--- src/rtl/xcvrPkg.sv ---
package xcvrPkg;
  // Strobes from one direction's control to its datapath
  typedef struct packed {
    logic load;   // write the storage register this cycle
    logic pass;   // transparent: output follows the effective input
    logic drive;  // output driven (not high impedance)
  } xcvrStrobe_t;
endpackage

--- src/rtl/xcvrCtrl.sv ---
module xcvrCtrl
  import xcvrPkg::*;
(
  input  logic        clk,
  input  logic        rstN,
  input  logic        latchEn,
  input  logic        dirClk,
  input  logic        clkEnN,
  input  logic        outEnN,
  output xcvrStrobe_t strobe
);
  logic prevClk;
  logic clkRise;

  always_ff @(posedge clk) begin
    if (!rstN) prevClk <= 1'b0;
    else       prevClk <= dirClk;
  end

  assign clkRise = dirClk & ~prevClk;

  always_comb begin
    strobe.pass  = latchEn;
    strobe.drive = ~outEnN;
    strobe.load  = latchEn | (clkRise & ~clkEnN);
  end


  gated_edge_chk: assert property (@(posedge clk) disable iff (!rstN)
    (!latchEn && clkEnN) |-> !strobe.load);
endmodule

--- src/rtl/xcvrPath.sv ---
module xcvrPath
  import xcvrPkg::*;
#(
  parameter int WIDTH = 18
) (
  input  logic             clk,
  input  logic             rstN,
  input  xcvrStrobe_t      strobe,
  input  logic [WIDTH-1:0] inData,
  input  logic             inDriven,
  output logic [WIDTH-1:0] outData,
  output logic             outDrive
);
  logic [WIDTH-1:0] heldIn;
  logic [WIDTH-1:0] effIn;
  logic [WIDTH-1:0] store;

  assign effIn = inDriven ? inData : heldIn;

  always_ff @(posedge clk) begin
    if (!rstN) begin
      heldIn <= '0;
      store  <= '0;
    end else begin
      if (inDriven)    heldIn <= inData;
      if (strobe.load) store  <= effIn;
    end
  end

  always_comb begin
    outDrive = strobe.drive;
    if (!strobe.drive)    outData = '0;
    else if (strobe.pass) outData = effIn;
    else                  outData = store;
  end


  bus_hold_chk: assert property (@(posedge clk) disable iff (!rstN)
    ($past(rstN) && !inDriven) |-> $stable(effIn));
endmodule

--- src/rtl/busXcvr18.sv ---
module busXcvr18
  import xcvrPkg::*;
#(
  parameter int WIDTH = 18
) (
  input  logic             clk,
  input  logic             rstN,
  input  logic [WIDTH-1:0] aIn,
  input  logic             aInDriven,
  output logic [WIDTH-1:0] aOut,
  output logic             aDrive,
  input  logic [WIDTH-1:0] bIn,
  input  logic             bInDriven,
  output logic [WIDTH-1:0] bOut,
  output logic             bDrive,
  input  logic             abOeN,
  input  logic             abLe,
  input  logic             abClk,
  input  logic             abClkEnN,
  input  logic             baOeN,
  input  logic             baLe,
  input  logic             baClk,
  input  logic             baClkEnN
);
  xcvrStrobe_t abStrobe, baStrobe;

  xcvrCtrl u_abCtrl (.clk(clk), .rstN(rstN), .latchEn(abLe), .dirClk(abClk),
                     .clkEnN(abClkEnN), .outEnN(abOeN), .strobe(abStrobe));
  xcvrPath #(.WIDTH(WIDTH)) u_abPath (.clk(clk), .rstN(rstN), .strobe(abStrobe),
                     .inData(aIn), .inDriven(aInDriven), .outData(bOut), .outDrive(bDrive));

  xcvrCtrl u_baCtrl (.clk(clk), .rstN(rstN), .latchEn(baLe), .dirClk(baClk),
                     .clkEnN(baClkEnN), .outEnN(baOeN), .strobe(baStrobe));
  xcvrPath #(.WIDTH(WIDTH)) u_baPath (.clk(clk), .rstN(rstN), .strobe(baStrobe),
                     .inData(bIn), .inDriven(bInDriven), .outData(aOut), .outDrive(aDrive));


  contention_chk: assert property (@(posedge clk) disable iff (!rstN)
    !(aDrive && bDrive));


  tristate_ab_chk: assert property (@(posedge clk) disable iff (!rstN)
    abOeN |-> (!bDrive && bOut == '0));


  latched_stable_chk: assert property (@(posedge clk) disable iff (!rstN)
    (!abLe && abClkEnN && !abOeN) ##1 (!abLe && !abOeN) |-> $stable(bOut));
endmodule

--- config.mk ---
export PLATFORM = sky130hd
export DESIGN_NAME = busXcvr18
export DESIGN_NICKNAME = d
export VERILOG_FILES = /design/src/rtl/xcvrPkg.sv /design/src/rtl/xcvrCtrl.sv /design/src/rtl/xcvrPath.sv /design/src/rtl/busXcvr18.sv
export SDC_FILE = /design/constraint.sdc
export NUM_CORES = 1
export LEC_CHECK = 0
export ABC_AREA = 1
export BUFFER_PORTS_ARGS = -buffer_cell sky130_fd_sc_hd__buf_2
export CORE_ASPECT_RATIO = 0.7
export CORE_UTILIZATION = 39
export DETAILED_ROUTE_END_ITERATION = 7
export PLACE_DENSITY = 0.66
export SLEW_MARGIN = 20
export SYNTH_ARGS = -nofsm -noshare
export SYNTH_HDL_FRONTEND = slang
export SYNTH_HIERARCHICAL = 1
export SYNTH_SLANG_ARGS = --single-unit
--- constraint.sdc ---
create_clock -name clk -period 0.95 [get_ports clk]
set_input_delay 0.095 -clock clk [delete_from_list [all_inputs] [get_ports clk]]
set_output_delay 0.095 -clock clk [all_outputs]
set_load 0.005 [all_outputs]
==> out/results.ini, run 1 <==
[logic_synthesis]
syn_nets = 646
netlist_area_mm2 = 0.00395
ys_ff_latch = 74
syn_avg_cell_area_um2 = 6.61
post-synth-top-area-cell = dfxtp_1
synth_compound_area_frac = 0.0456
synthMuxAreaShare = 0
synthAdderAreaFrac = 0
synth_xor_area_frac = 0
synth_top_area_frac = 0.375
synth-simple-area-share = 0.409
syn-instance-count = 598
yosysWarnings = 6
synth.area.top_cells = dfxtp_1 (37%), nor2_1 (14%), nand2_1 (12%)
synth_top_family_by_area = simple AND/OR/NAND/NOR gates
synth.yosys.seq_area_share = 0.375
yosys.cell_types.count = 16

[placed_design]
place.gp.congestion = 0.785
dp_hpwl_mm = 6.11
numPortBuffers = 85

[global_routing]
grt_max_degree = 37
antenna_found_initial = 0
grt_pass1_vias = 3631
grt-ovfl-total = 0
grt_util_all_layers = 0.199
grt_pass1_wl_mm = 16.5

[sta]
tns_ps = -10560
worst_pin_slew_ps = 238
min_period_over_period = 1.23
clock.fmax_mhz = 855
rsz0062_at_grt = true
maxSlewViolCount = 0
setup_viol = 72
finalClockSkew_ps = 6.58
relSlewSlack = 0.841
finalHoldViolations = 0
period_needed_ps = 1170
setup_slack_ps = -220

[floorplanning]
coreArea_mm2 = 0.00976
fp-row-count = 30
start_util = 0.405
ios = 86
dieArea_mm2 = 0.0105
die_h_um = 86.2
die_x_um = 122

[clock_tree]
cts_sinks = 74
cts_tree = yes
numCtsBuffers = 9
htreeDepth = 3
clk_pin_slew_ps = 60
clock_path_buffers = 2
clockRootBuffer = clkbuf_16
clk_latency_ps = 330

[hold_path]
holdCritStartpoint = rstN
hold_depth = 3
hold_end = u_baCtrl/prevClk$_SDFF_PN0_
hold_path.class = in -> reg

[layout]
area_growth_pct = 50.8
fin_util = 0.610
diodes = 0
nets = 782
drive_above_1_share = 0.480
nFillCells = 835

[status]
outcome = finished, violations left
violations = negative setup slack

[worst_setup_path]
r2r_cells = 8
cp-start-kind = register
cp_slowest_stage_delay_ps = 370
crit_fanout = 2
crit_buf_inv = 2
r2r_end = u_abPath/store[15]$_SDFFE_PN0P_
required_ps = 850
end_kind = primary output
arrival_ps = 1070
reg2reg_slack_ps = -180
cp_cell_sequence = nor2_2 > nor2_1 > nand2_1 > inv_1 > buf_2
critPathSlowestCell = dfxtp_2
critPathTopFamily = flip-flops
rr_startpoint = u_abCtrl/prevClk$_SDFF_PN0_
crit_type = reg -> out

[routing]
first_pass_iters = 5
vias_per_cell = 4.75
vias = 4116
drc = 0
routed_wl_mm = 11.4
drtIter0Drc = 300
detail_route.wl_per_cell_um = 13.1
final_antenna_net_count = 0

[power]
leakage_uw = 0.00340
ir_drop_uv = 919
powerDensity_mw_per_mm2 = 1480

[flow_run]
cap_violations = 0

==> cell families after synthesis <==
kind of cell	Yosys count
flip-flops	74
buffers and inverters	122
AND/OR/NAND/NOR	366
AO/OA/AOI/OAI	36
==> repair_timing <==
| item | in CTS | in global routing |
|---|---|---|
| hold buffers | 2 | 0 |
| setup buffers | 18 | 8 |
| setup endpoints to repair | 72 | 72 |
| gates resized for setup | 81 | 108 |
| cloned | 5 | 9 |
| pin swaps | 39 | 86 |
| endpoints found under the hold margin | 2 | 0 |
==> power by group <==
group	total (uW)	internal, uW	switching (uW)
logic	1920	919	1000
clock network	3420	2180	1240
registers	3500	3350	152
total	8840	6450	2400
==> worst max path at each step <==
stage	cells after the start	from	end	slack [ps]
4_1_cts	5	u_abPath/store[2]$_SDFFE_PN0P_	bOut[2]	-190
3_3_place_gp	7	u_baCtrl/prevClk$_SDFF_PN0_	u_baPath/store[11]$_SDFFE_PN0P_	-80
2_1_floorplan	9	u_abCtrl/prevClk$_SDFF_PN0_	u_abPath/store[16]$_SDFFE_PN0P_	-40
5_1_grt	5	u_abPath/store[15]$_SDFFE_PN0P_	bOut[15]	-310
6_report	5	u_abPath/store[15]$_SDFFE_PN0P_	bOut[15]	-220
3_5_place_dp	7	u_baCtrl/prevClk$_SDFF_PN0_	u_baPath/store[11]$_SDFFE_PN0P_	-100
==> flip-flops by register name, summed over array words and instances, names as in the netlist <==
signal and cells:
u_baCtrl/prevClk 1, u_abPath/heldIn 18, u_baPath/heldIn 18, u_abPath/store 18
u_abCtrl/prevClk 1, u_baPath/store 18
==> worst reg2reg max path: cells and delay by family, from the launching register on <==
| family | cells | cell delay (ps) |
|---|---|---|
| buffers and inverters | 3 | 260 |
| flip-flops | 1 | 290 |
| AND/OR/NAND/NOR | 5 | 530 |
==> cell usage after synthesis (all sizes together) <==
cell	count
nor2	144
dlymetal6s2s	2
inv	88
nand2	148
buf	24
a21oi	36
clkbuf	8
nand3	74
dfxtp	74
==> metal layers <==
metal | part of all wire | up-vias | wire, um | track usage
li1 | - | 2075 | - | -
met1 | 0.46 | 1912 | 5230 | 0.255
met5 | 0 | - | 0 | 0
met3 | 0.055 | 18 | 624 | 0.0539
met4 | 0.017 | 0 | 193 | 0.0621
met2 | 0.47 | 111 | 5320 | 0.327
==> final cells by class <==
class / count / area (um^2) / share of cell area
Clock buffer: 14 / 264 / 0.0443
Clock inverter: 2 / 35.0 / 0.00588
Inverter: 88 / 345 / 0.0580
Multi-Input combinational cell: 402 / 2240 / 0.376
Sequential cell: 74 / 1560 / 0.262
Tap cell: 128 / 160 / 0.0269
Timing Repair Buffer: 159 / 1350 / 0.226
==> cell usage in the layout (no fill, tap or decap), types with 3 or more instances in the layout <==
cell / n
buf_6: 3
buf_12: 10
inv_2: 8
buf_16: 5
nor2_1: 102
nand3_1: 38
buf_4: 48
nand2_1: 114
dfxtp_2: 62
nand2_2: 12
nand3_2: 35
clkbuf_16: 16
nor2_4: 18
dfxtp_1: 11
nor2_2: 24
buf_2: 84
clkbuf_1: 3
nand2_4: 20
inv_1: 78
a21oi_1: 36
==> stage by stage <==
step | instance area, um^2 | power (uW) | setup WS (ps) | hold WS [ps] | cells
finish | 5960 | 8840 | -220 | 24.1 | 867
global route | 5960 | 9290 | -310 | 44.5 | 867
CTS | 5330 | 8540 | -191 | 9.27 | 850
detailed placement | 4570 | 4870 | -98.9 | 303 | 809
global placement | 4570 | 4830 | -75.1 | 290 | 809
floorplan | 3970 | 4450 | -41.3 | 188 | 598
Power figures use the tool's default switching activity.
==> run 2, diff against run 1 <==
Settings changed: ABC_AREA 1 to not set, PLACE_DENSITY 0.66 to 0.68.
==> run 2 against run 1 <==
  * Sequential power down 1%
  * First-iteration DRC count down 61%
  * Design area down 12%
  * Critical endpoint is now aOut[6]
  * Non-clock buffer count up 44
  * The flow still finishes with violations (negative setup slack)
  * Fmax down 2.6%
  * Core utilization up 9.9 points
  * Area after synthesis down 23%
  * Hold slack better by 130 ps
  * Clock power down 15%
  * Largest cell class unchanged
  * Worst setup slack worse by 31 ps
  * Via count down 25%
==> out/results.ini, run 2 <==
[logic_synthesis]
synth_top_family_by_area = compound AO/OA/AOI/OAI gates
yosysMostFrequentCell = dfxtp_1
syn_nets = 378
synth.yosys.seq_area_share = 0.486
async_reset_ff_frac = 0
post-synth-top-area-cell = dfxtp_1
yosys.cell_types.count = 15
syn_avg_cell_area_um2 = 9.24
synth_compound_area_frac = 0.236
syn-instance-count = 330
ys_top_cells_by_count = dfxtp_1 (74), a21oi_1 (72), o21ai_0 (72)
yosysWarnings = 6
synthAdderAreaFrac = 0
ys_ff_latch = 74
synth_top_area_frac = 0.486
synth_edf_count = 0
synth.area.top_cells = dfxtp_1 (49%), a21oi_1 (12%), o21ai_0 (12%)
synth_xor_area_frac = 0
synth_flop_cell = dfxtp_1
synthMuxAreaShare = 0.123
synth-simple-area-share = 0.0878
netlist_area_mm2 = 0.00305

[placed_design]
dp_hpwl_mm = 4.83
post-place-ws_ps = -233
place_inst = 543
numPortBuffers = 85
place.gp.congestion = 0.795

[clock_tree]
clockRootBuffer = clkbuf_8
htreeDepth = 3
cts_tree = yes
clk_pin_slew_ps = 80
cts_sinks = 74
clk_latency_ps = 350
clock_path_buffers = 2
numCtsBuffers = 9

[routing]
drtIter0Drc = 117
drc = 0
routed_wl_mm = 9.34
first_pass_iters = 5
final_antenna_net_count = 0
vias = 3072
detail_route.wl_per_cell_um = 15.2
vias_per_cell = 5.00

[power]
powerDensity_mw_per_mm2 = 1570
p_int_uw = 6170
switchingPower_uw = 2100
p_clk_frac = 0.350
power_uw = 8270
leakage_uw = 0.00231
p_sw_frac = 0.254
ir_drop_uv = 1030
sequentialPowerShare = 0.419
power_frac_comb = 0.231

[layout]
stdcell_count = 615
drive_above_1_share = 0.648
fin_util = 0.710
diodes = 0
final_common_cell = buf_2
mostFrequentLayoutCells = buf_2 (85), buf_4 (82), a21oi_1 (49), dfxtp_1 (39)
nets = 560
area_growth_pct = 72.5

[sta]
min_period_over_period = 1.26
maxSlewViolCount = 0
setup_slack_ps = -250
rsz0062_at_grt = true
finalClockSkew_ps = 5.57
period_needed_ps = 1200
clock.fmax_mhz = 833
finalHoldViolations = 0
tns_ps = -13350
setup_viol = 75
relSlewSlack = 0.797
worst_pin_slew_ps = 304

[worst_setup_path]
cp-start-kind = register
rr_startpoint = u_abCtrl/prevClk$_SDFF_PN0_
reg2reg_slack_ps = -240
critPathSlowestCell = dfxtp_1
crit_type = reg -> out
cp_cell_sequence = mux2i_2 > a21oi_1 > buf_2
end_kind = primary output
crit_start = u_baPath/heldIn[6]$_SDFF_PN0_
crit_buf_inv = 1
crit_fanout = 2
required_ps = 850
cp_slowest_stage_delay_ps = 310
critPathTopFamily = flip-flops
arrival_ps = 1110

[global_routing]
grt_pass1_vias = 2946
grt_util_met2 = 0.347
antenna_found_initial = 0
globalRouteMet1Util = 0.289
grt_util_all_layers = 0.218
grt_pass1_wl_mm = 14.0
grt_busiest_layer = met2
use_met3 = 0.0607
grt-ovfl-total = 0
grt_max_degree = 46

[status]
outcome = finished, violations left
violations = negative setup slack

[hold_path]
holdCritStartpoint = aIn[8]
hold_path.class = in -> reg

[floorplanning]
ios = 86
fp-row-count = 26
coreArea_mm2 = 0.00742
die_x_um = 108
dieArea_mm2 = 0.00819
die_h_um = 76.0
start_util = 0.411

[flow_run]
cap_violations = 0

run 2: cell count changes after synthesis, sizes merged, moves of 8 or more:
cell,previous run,this run
a21oi,36,72
buf,24,16
clkbuf,8,16
inv,88,2
mux2i,0,36
nand2,148,0
nand3,74,0
nor2,144,0
nor2b,0,36
o21ai,0,72
run 2: cells by family after synthesis:
family                 Yosys count
multiplexers                    36
flip-flops                      74
AND/OR/NAND/NOR                 42
AO/OA/AOI/OAI                  144
buffers and inverters           34
run 2: worst reg2reg max path, stage by stage (launching register included):
cell,delay (ps)
dfxtp_2,320
nor3b_2,140
or2_4,260
clkbuf_16,200
o21ai_2,60
a21oi_1,120
run 2: power groups by stage:
| stage | sequential, uW | clock [uW] | combinational (uW) |
|---|---|---|---|
| 6_report | 3460 | 2900 | 1910 |
| 5_1_grt | 3480 | 3070 | 2040 |
| 4_1_cts | 3420 | 2940 | 1660 |
| 3_5_place_dp | 3470 | 0 | 1230 |
| 3_3_place_gp | 3460 | 0 | 1200 |
| 2_1_floorplan | 3440 | 0 | 655 |
run 2: worst paths after layout:
check / end / cells past startpoint
hold / removal: u_abPath/heldIn[8]$_SDFF_PN0_ / 4
setup reg to reg: u_abPath/store[17]$_SDFFE_PN0P_ / 5
hold reg to reg: u_abPath/store[0]$_SDFFE_PN0P_ / 2
setup / recovery: aOut[6] / 3
run 2: cell type report:
class	count	area, um^2
inverter	2	7.51
multi-input combinational	222	1700
clock inverter	6	105
tap	98	123
fill	540	2150
clock buffer	10	128
timing repair buffer	203	1670
sequential	74	1530
run 2: layer usage:
metal / vias to the layer above / share of wire
met3: 6 / 0.050
met2: 76 / 0.48
met4: 0 / 0.0067
met1: 1464 / 0.46
met5: - / 0
li1: 1526 / -
run 2: stage by stage:
stage / cell area [um^2] / hold slack (ps)
finish: 5260 / 152
global route: 5260 / 157
CTS: 4890 / 135
detailed placement: 4000 / 328
global placement: 4000 / 324
floorplan: 3090 / 223
run 2: what timing repair did:
action	4_1_cts	5_1_grt
buffers inserted	34	16
gates resized for setup	83	76
setup endpoints to repair	72	75
gates cloned	5	4
pin swaps	11	24
hold endpoints to repair	2	0
hold buffers	2	0
